### config.mk
export PLATFORM = sky130hd
export DESIGN_NAME = limit_irq_ctrl
export DESIGN_NICKNAME = d
export VERILOG_FILES = /design/src/rtl/limit_irq_ctrl.sv
export SDC_FILE = /design/constraint.sdc
export NUM_CORES = 1
export LEC_CHECK = 0
export ABC_AREA = 1
export BUFFER_PORTS_ARGS = -buffer_cell sky130_fd_sc_hd__clkbuf_2
export CAP_MARGIN = 0
export CELL_PAD_IN_SITES_DETAIL_PLACEMENT = 0
export CELL_PAD_IN_SITES_GLOBAL_PLACEMENT = 1
export CORE_MARGIN = 1.5
export CORE_UTILIZATION = 44
export CTS_CLUSTER_DIAMETER = 50
export DETAILED_ROUTE_END_ITERATION = 6
export PLACE_DENSITY = 0.91
export SLEW_MARGIN = 20
export SYNTH_ARGS = -nofsm -noshare
export SYNTH_HDL_FRONTEND = slang
export SYNTH_SLANG_ARGS = --single-unit
export TNS_END_PERCENT = 50
### constraint.sdc
create_clock -name clk -period 2.01 [get_ports clk]
set_input_delay 0.3015 -clock clk [delete_from_list [all_inputs] [get_ports clk]]
set_output_delay 0.3015 -clock clk [all_outputs]
set_load 0.005 [all_outputs]
### src/rtl/limit_irq_ctrl.sv
module limit_irq_ctrl #(
  parameter int AIN_N  = 4,
  parameter int RES_W  = 10,
  parameter int LIM_W  = 8,
  parameter int ADDR_W = 5
) (
  input  logic                   clk,
  input  logic                   rst_n,
  input  logic [AIN_N*RES_W-1:0] ain_res,
  input  logic [AIN_N-1:0]       ain_vld,
  input  logic [RES_W-1:0]       tint_res,
  input  logic                   tint_vld,
  input  logic [RES_W-1:0]       text_res,
  input  logic                   text_vld,
  input  logic [RES_W-1:0]       vsup_res,
  input  logic                   vsup_vld,
  input  logic                   dflt,
  input  logic                   dflt_vld,
  input  logic                   wr_en,
  input  logic                   rd_en,
  input  logic [ADDR_W-1:0]      addr,
  input  logic [LIM_W-1:0]       wr_data,
  output logic [LIM_W-1:0]       rd_data,
  output logic                   irq_pin
);

  localparam int NCH = AIN_N + 3;
  localparam int NB  = 4;
  localparam int SH  = RES_W - LIM_W;
  localparam logic [ADDR_W-1:0] A_STA = ADDR_W'(0);
  localparam logic [ADDR_W-1:0] A_STB = ADDR_W'(1);
  localparam logic [ADDR_W-1:0] A_MKA = ADDR_W'(2);
  localparam logic [ADDR_W-1:0] A_MKB = ADDR_W'(3);
  localparam logic [ADDR_W-1:0] A_CFG = ADDR_W'(4);
  localparam int A_HI = 5;
  localparam int A_LO = A_HI + NCH;

  logic [NCH*RES_W-1:0] res;
  logic [NCH-1:0]       vld;
  logic [NCH-1:0]       oor;
  logic [LIM_W-1:0]     hi_q [NCH];
  logic [LIM_W-1:0]     lo_q [NCH];
  logic [AIN_N-1:0]     sta_a, mask_a, set_a;
  logic [NB-1:0]        sta_b, mask_b, set_b;
  logic                 cfg_en, cfg_pol;
  logic                 swrst, clr_a, clr_b, active;

  assign res = {vsup_res, text_res, tint_res, ain_res};
  assign vld = {vsup_vld, text_vld, tint_vld, ain_vld};

  for (genvar ch = 0; ch < NCH; ch++) begin : g_ch
    logic [LIM_W-1:0] top;
    assign top     = res[ch*RES_W+SH +: LIM_W];
    assign oor[ch] = vld[ch] && ((top > hi_q[ch]) || (top <= lo_q[ch]));

    always_ff @(posedge clk or negedge rst_n) begin
      if (!rst_n) begin
        hi_q[ch] <= '1;
        lo_q[ch] <= '0;
      end else if (wr_en) begin
        if (addr == ADDR_W'(A_HI + ch)) hi_q[ch] <= wr_data;
        if (addr == ADDR_W'(A_LO + ch)) lo_q[ch] <= wr_data;
      end
    end
  end

  assign set_a = oor[AIN_N-1:0] & ~mask_a;
  assign set_b = {dflt_vld & dflt, oor[NCH-1:AIN_N]} & ~mask_b;
  assign swrst = wr_en && (addr == A_CFG) && wr_data[2];
  assign clr_a = (rd_en && (addr == A_STA)) || swrst;
  assign clr_b = (rd_en && (addr == A_STB)) || swrst;

  always_ff @(posedge clk or negedge rst_n) begin
    if (!rst_n) begin
      sta_a   <= '0;
      sta_b   <= '0;
      mask_a  <= '1;
      mask_b  <= '1;
      cfg_en  <= 1'b0;
      cfg_pol <= 1'b0;
    end else begin
      sta_a <= (clr_a ? '0 : sta_a) | set_a;
      sta_b <= (clr_b ? '0 : sta_b) | set_b;
      if (wr_en && addr == A_MKA) mask_a <= wr_data[AIN_N-1:0];
      if (wr_en && addr == A_MKB) mask_b <= wr_data[NB-1:0];
      if (wr_en && addr == A_CFG) begin
        cfg_en  <= wr_data[0];
        cfg_pol <= wr_data[1];
      end
    end
  end

  assign active  = cfg_en && (|(sta_a & ~mask_a) || |(sta_b & ~mask_b));
  assign irq_pin = cfg_pol ? active : ~active;

  always_comb begin
    rd_data = '0;
    case (addr)
      A_STA:   rd_data = LIM_W'(sta_a);
      A_STB:   rd_data = LIM_W'(sta_b);
      A_MKA:   rd_data = LIM_W'(mask_a);
      A_MKB:   rd_data = LIM_W'(mask_b);
      A_CFG:   rd_data = LIM_W'({cfg_pol, cfg_en});
      default: begin
        for (int ch = 0; ch < NCH; ch++) begin
          if (addr == ADDR_W'(A_HI + ch)) rd_data = hi_q[ch];
          if (addr == ADDR_W'(A_LO + ch)) rd_data = lo_q[ch];
        end
      end
    endcase
  end

endmodule

==> metrics.cfg, run 1 <==
[pwr]
p_int_mw=6.42
ir_worst_vdd_uv=635
clock_power_share=0.360
netSwitchingPower_mw=2.90
switching_share=0.311
p_seq_frac=0.396
power_per_cell_area_mw_per_mm2=880
total_leakage_power_nw=5.12
part_of_the_power_in_combinational_logic=0.244
total_power_mw=9.32

[critical_path]
critPathMaxFanout=3
path_class=reg2out
crit_path_end_kind=primary output
r2r.worst_path.cells=11
worstSetupStartpointType=register
r2r_setup_slack_ns=0.05
worstReg2RegStart=hi_q[39]
regToRegEndpoint=sta_a[2]
setup.worst_path.start=lo_q[55]
worst-endpoint-required_ns=1.71
cp.arrival_ns=2.01

[timing]
final_setup_violating_endpoints=9
fin_worst_hold_slack_ns=0.117
layout_worst_path_cycle_share=1.15
setup_total_negative_slack_ns=-1.89
timing.clock.skew_ns=0.00591
fin_crit_ns=2.31
final-hold-violation-count=0
layout_setup_ws_ns=-0.305
rsz0062_at_grt=true
relSlewSlack=0.559
final-max-slew-violation-count=0
max_clock_freq_ghz=0.432
worst_slew_pin_slew_ns=0.660

[floorplan]
dieWidth_um=144
die_outline_area_sq_mm=0.0208
start_util=0.450
design.core.area_sq_mm=0.0195
die_h_um=144
io_pins=105
fp-row-count=51

[cells_and_area]
finish.net_count=1481
post_route_cell_area_sq_mm=0.0106
stdcell_count=1551
antenna_cells_inserted=0
areaGrowthSynthToFinish_pct=20.9
fin_util=0.544
layout-drive-gt1-share=0.222

[grt]
grt_antenna_before_repair=0
overflow_after_grt=0
grtUsageTotal=0.248
grt_pass1_vias=7628
grt_first_pass_wirelength_mm=38.9
grt_max_degree=43

[synthesis]
async_reset_ff_frac=1.00
synth.distinct_cells=37
yosysWarnings=0
syn-instance-count=1141
yosys.area.top_type_share=0.192
yosys_register_bits=130
average_cell_area_after_synthesis_sq_um=7.67
ys_seq_area_frac=0.381
syn_area_sq_mm=0.00876
synth_enable_flop_cells=0
synthesis.nets=1349
yosys-top-cells-area=sky130_fd_sc_hd__dfstp_2 (19%), sky130_fd_sc_hd__dfrtp_1 (19%), sky130_fd_sc_hd__ha_1 (16%)
synthFlopType=sky130_fd_sc_hd__dfrtp_1
synth_area_leader_cell=sky130_fd_sc_hd__dfstp_2

[placement]
post-dp-hpwl_mm=18.6
pre_cts_ws_ns=-0.244
io_buffers=90
dp_cells=1513
place_congestion=0.883
detailed_place.area_sq_mm=0.00980

[detailed_routing]
viasPerCell=5.11
postRouteAntennaNets=0
drt-pass1-iter-count=6
detailroute.via_count=7928
drt-wirelength-per-cell_um=15.8
post-route-drc-count=0
number_of_design_rule_violations_left_by_the_first_detailed_router_iteration=630
wirelength_mm=24.5

[cts]
ctsRootBufferMaster=sky130_fd_sc_hd__clkbuf_16
clk_pin_slew_worst_paths_ns=0.06
insertion_delay_ns=0.43
cts_max_path_buffers=2
cts_tree=built
htree_levels=4
cts.sink_count=130
cts_buffers=17

[status]
outcome=finished with violations
violated_checks=setup timing

[min_path]
min_from=vsup_vld
min_delay_worst_endpoint=sta_b[2]
class_of_the_most_critical_hold_timing_path=in2reg
min_path_cells=3

[run]
max_cap_viols=0

## state kept, by name, indices dropped and copies added, names as in the netlist
name / cells
hi_q: 56
sta_b: 4
mask_b: 4
lo_q: 56
mask_a: 4
sta_a: 4
cfg_pol: 1
cfg_en: 1
## kinds of logic after synthesis
family                   after synthesis  synth area share
AND/OR/NAND/NOR                      441             0.216
AO/OA/AOI/OAI                        241             0.150
buffers and inverters                216            0.0927
flip-flops                           130             0.381
adder cells (fa/ha/maj)              112             0.160
XOR/XNOR                               1           0.00100
## cell usage after synthesis, types with 6 or more instances
master and number:
sky130_fd_sc_hd__a21oi_1 48, sky130_fd_sc_hd__clkbuf_1 22, sky130_fd_sc_hd__o21ai_1 10, sky130_fd_sc_hd__nand4_1 31, sky130_fd_sc_hd__a221oi_1 8, sky130_fd_sc_hd__inv_1 182
sky130_fd_sc_hd__o211ai_1 6, sky130_fd_sc_hd__nand3_1 35, sky130_fd_sc_hd__o22ai_1 7, sky130_fd_sc_hd__dfrtp_1 66, sky130_fd_sc_hd__inv_2 10, sky130_fd_sc_hd__dfstp_2 64
sky130_fd_sc_hd__o21ai_0 144, sky130_fd_sc_hd__nor2_1 49, sky130_fd_sc_hd__ha_1 112, sky130_fd_sc_hd__nor2_4 8, sky130_fd_sc_hd__nand2_1 300
## area by class of cell
cell class,count,area [sq um]
repair buffers,136,842
inverters,192,721
clock buffers,23,488
clock inverters,9,151
multi-input cells,796,4720
well taps,265,332
fillers,1842,8870
flip-flops and latches,130,3330
## layer usage
metal	track usage	wire length, um	vias to the layer above
met1	0.342	11600	3651
li1	-	-	4027
met3	0.0341	1030	45
met5	0	0	-
met4	0.0843	612	0
met2	0.399	11200	205
## power groups by stage
stage	sequential (mW)	clock, mW	combinational (mW)
after floorplan	3.54	0	1.50
after global placement	3.70	0	2.11
after detailed placement	3.71	0	2.21
after CTS	3.67	3.37	2.26
after global routing	3.74	3.50	2.67
final	3.69	3.35	2.28
## layout by cell type, fill, tap and decap left out, drive strengths merged, types with 5 or more instances in the layout
master  count
dfstp      64
buf        46
clkbuf    112
o211ai      6
inv       192
o21ai     154
nand4      31
a21oi      48
dfrtp      66
ha        112
nand2     304
nand3      37
nor2       63
o22ai       7
a221oi      8
nor3        5
## critical path, stage by stage (launching register included)
cell and delay [ns]:
sky130_fd_sc_hd__dfrtp_1 0.41, sky130_fd_sc_hd__nand2_1 0.10, sky130_fd_sc_hd__nand3_2 0.11, sky130_fd_sc_hd__nor2_4 0.11, sky130_fd_sc_hd__nand3_2 0.10, sky130_fd_sc_hd__nor3_2 0.20
sky130_fd_sc_hd__nand4_1 0.19, sky130_fd_sc_hd__nor2_2 0.16, sky130_fd_sc_hd__nand3_1 0.10, sky130_fd_sc_hd__clkbuf_2 0.12
## worst max path at each step
stage	endpoint	slack (ns)	cells past startpoint
finish	rd_data[7]	-0.30	9
detailed placement	rd_data[7]	-0.24	13
CTS	rd_data[1]	-0.29	9
global placement	rd_data[7]	-0.23	13
floorplan	sta_b[1]	0.35	10
global route	rd_data[7]	-0.41	9
## timing repair
action	in CTS	in global routing
gates resized for setup	13	19
hold endpoints to repair	16	0
pin swaps	9	19
gates cloned	0	1
setup endpoints to repair	9	13
hold buffers	1	0
buffers inserted	2	2
Note: power is estimated with default switching activity, not from simulation.
==> inputs of run 2 (changes only) <==
--- a/config.mk
+++ b/config.mk
@@ -6,14 +6,15 @@
 export NUM_CORES = 1
 export LEC_CHECK = 0
 export ABC_AREA = 1
-export BUFFER_PORTS_ARGS = -buffer_cell sky130_fd_sc_hd__clkbuf_2
 export CAP_MARGIN = 0
 export CELL_PAD_IN_SITES_DETAIL_PLACEMENT = 0
 export CELL_PAD_IN_SITES_GLOBAL_PLACEMENT = 1
+export CORE_ASPECT_RATIO = 1.5
 export CORE_MARGIN = 1.5
-export CORE_UTILIZATION = 44
+export CORE_UTILIZATION = 48
 export CTS_CLUSTER_DIAMETER = 50
 export DETAILED_ROUTE_END_ITERATION = 6
+export DONT_BUFFER_PORTS = 1
 export PLACE_DENSITY = 0.91
 export SLEW_MARGIN = 20
 export SYNTH_ARGS = -nofsm -noshare
==> metrics.cfg, run 2 (synthesis results as in run 1) <==
[placement]
detailed_place.area_sq_mm=0.00911
place_congestion=0.895
post-dp-hpwl_mm=18.2
pre_cts_ws_ns=-0.0416
io_buffers=0

[detailed_routing]
drt-pass1-iter-count=6
drt-wirelength-per-cell_um=16.9
number_of_design_rule_violations_left_by_the_first_detailed_router_iteration=370
top_layer_used=met4
postRouteAntennaNets=0
detailroute.via_count=7636
wirelength_mm=23.7
viasPerCell=5.46
post-route-drc-count=0
met2_wirelength_mm=12.3
met3RoutedLength_mm=1.30
routedLengthMet1_mm=9.06

[floorplan]
start_util=0.488
fp-row-count=60
die_h_um=168
die_outline_area_sq_mm=0.0191
dieWidth_um=113
io_pins=105
design.core.area_sq_mm=0.0179

[critical_path]
bufs_and_invs_on_worst_path=1
path_class=reg2out
crit_path_end_kind=primary output
worst-endpoint-required_ns=1.71
critical_path_cell_by_cell=nand4_1 > nand3_1 > nand2_2 > nand4_1 > nand2_1 > nand4_1 > nor2_2 > nand3_1 > nand2_1 > inv_2
critPathMaxFanout=2
critical_path.top_delay_family=simple AND/OR/NAND/NOR gates
worstSetupStartpointType=register
worst_stage_delay_on_the_critical_path_ns=0.39
cp_common_cell=sky130_fd_sc_hd__nand4_1
cp.arrival_ns=1.92
critPathSlowestCell=sky130_fd_sc_hd__dfrtp_1

[cells_and_area]
mostFrequentLayoutCell=sky130_fd_sc_hd__nand2_1
layout-drive-gt1-share=0.151
total_area_of_multi_input_combinational_cells_sq_mm=0.00471
finish.net_count=1377
layout_top_registers=hi_q x56, lo_q x56
layout.cells.most_common_list=sky130_fd_sc_hd__nand2_1 (295), sky130_fd_sc_hd__inv_1 (180), sky130_fd_sc_hd__o21ai_0 (141), sky130_fd_sc_hd__ha_1 (112), sky130_fd_sc_hd__dfrtp_1 (66)
antenna_cells_inserted=0
post_route_cell_area_sq_mm=0.00987
num-fill-cells=1705
areaGrowthSynthToFinish_pct=12.7
seqCellArea_sq_mm=0.00333

[grt]
grt_antenna_before_repair=0
grt_max_degree=131
grt_pass1_vias=7720
grt_first_pass_wirelength_mm=38.5
grtUsageTotal=0.263
overflow_after_grt=0

[timing]
relSlewSlack=0.499
setup_total_negative_slack_ns=-1.10
fin_crit_ns=2.22
final-hold-violation-count=130
final-max-slew-violation-count=0
layout_setup_ws_ns=-0.210
final_setup_violating_endpoints=10
worst_slew_pin_slew_ns=0.751
timing.clock.skew_ns=0.00840
max_clock_freq_ghz=0.450
layout_worst_path_cycle_share=1.10
fin_worst_hold_slack_ns=-0.422
rsz0062_at_grt=true

[status]
violated_checks=hold timing, setup timing
outcome=finished with violations

[cts]
insertion_delay_ns=0.43
clk_pin_slew_worst_paths_ns=0.06
cts_buffers=17
cts_tree=built
htree_levels=4
cts_max_path_buffers=2
cts.sink_count=130
ctsRootBufferMaster=sky130_fd_sc_hd__clkbuf_16

[pwr]
total_power_mw=8.83
total_leakage_power_nw=4.64
ir_worst_vdd_uv=597
power_per_cell_area_mw_per_mm2=895

[min_path]
class_of_the_most_critical_hold_timing_path=in2async

[run]
max_cap_viols=0

==> run 2: cell types whose count changed in the layout (fill, tap and decap cells not counted), moves of 2 or more <==
cell,previous run,this run
sky130_fd_sc_hd__clkbuf_1,2,4
sky130_fd_sc_hd__buf_4,42,33
sky130_fd_sc_hd__buf_12,3,0
sky130_fd_sc_hd__nand2_1,297,295
sky130_fd_sc_hd__clkbuf_8,4,1
sky130_fd_sc_hd__clkinvlp_4,1,4
sky130_fd_sc_hd__nand2_2,7,9
sky130_fd_sc_hd__nor2_1,37,41
sky130_fd_sc_hd__nor2_2,16,12
sky130_fd_sc_hd__clkbuf_2,89,0
==> run 2: per-layer routing <==
metal	GRT usage	vias up
met2	0.479	211
met4	0.126	0
met1	0.287	3544
li1	-	3822
met5	0	-
met3	0.0554	59
==> run 2: through the flow <==
step | utilization | cells
3_5_place_dp | 0.508 | 1357
4_1_cts | 0.546 | 1393
5_1_grt | 0.550 | 1399
6_report | 0.550 | 1399
2_1_floorplan | - | 1141
3_3_place_gp | 0.508 | 1357
==> run 2: worst register-to-register path, stage by stage, from the launching register on <==
cell	delay (ns)
sky130_fd_sc_hd__dfstp_2	0.55
sky130_fd_sc_hd__inv_1	0.05
sky130_fd_sc_hd__ha_1	0.28
sky130_fd_sc_hd__nand2_1	0.07
sky130_fd_sc_hd__inv_1	0.05
sky130_fd_sc_hd__a221oi_1	0.24
sky130_fd_sc_hd__o21ai_0	0.13
sky130_fd_sc_hd__o41ai_1	0.09
sky130_fd_sc_hd__nand3_1	0.26
sky130_fd_sc_hd__nand3_1	0.13
sky130_fd_sc_hd__nand2_1	0.05
==> run 2: power breakdown <==
group | switching, mW | leakage, nW | internal [mW]
combinational | 1.20 | 2.87 | 0.856
clock | 1.15 | 0.276 | 1.97
sequential | 0.380 | 1.49 | 3.27
total | 2.73 | 4.64 | 6.10
==> run 2: cell type report <==
cell class                 count  share of cell area
clock buffer                  22              0.0460
inverter                     192              0.0730
multi-input combinational    795               0.477
sequential                   130               0.338
clock inverter                10              0.0137
tap                          217              0.0275
timing repair buffer          33              0.0251
==> run 2: worst paths after layout <==
path	start	end	slack, ns	depth (start not counted)
worst max-delay path	lo_q[53]	rd_data[5]	-0.21	10
worst min-delay path	rst_n	lo_q[21]	-0.42	0
worst max register to register	hi_q[39]	sta_a[2]	0	10
worst min register to register	sta_b[1]	sta_b[1]	0.48	2
max in group asynchronous	rst_n	hi_q[12]	2.09	0
min in group clk	vsup_vld	sta_b[2]	0.01	2
==> run 2: repair_timing <==
action | CTS | global route
pin swaps | 14 | 20
gates resized for setup | 17 | 13
endpoints found under the setup margin | 10 | 15
buffers inserted | 4 | 6
hold endpoints to repair | 130 | 130
cloned | 0 | 0
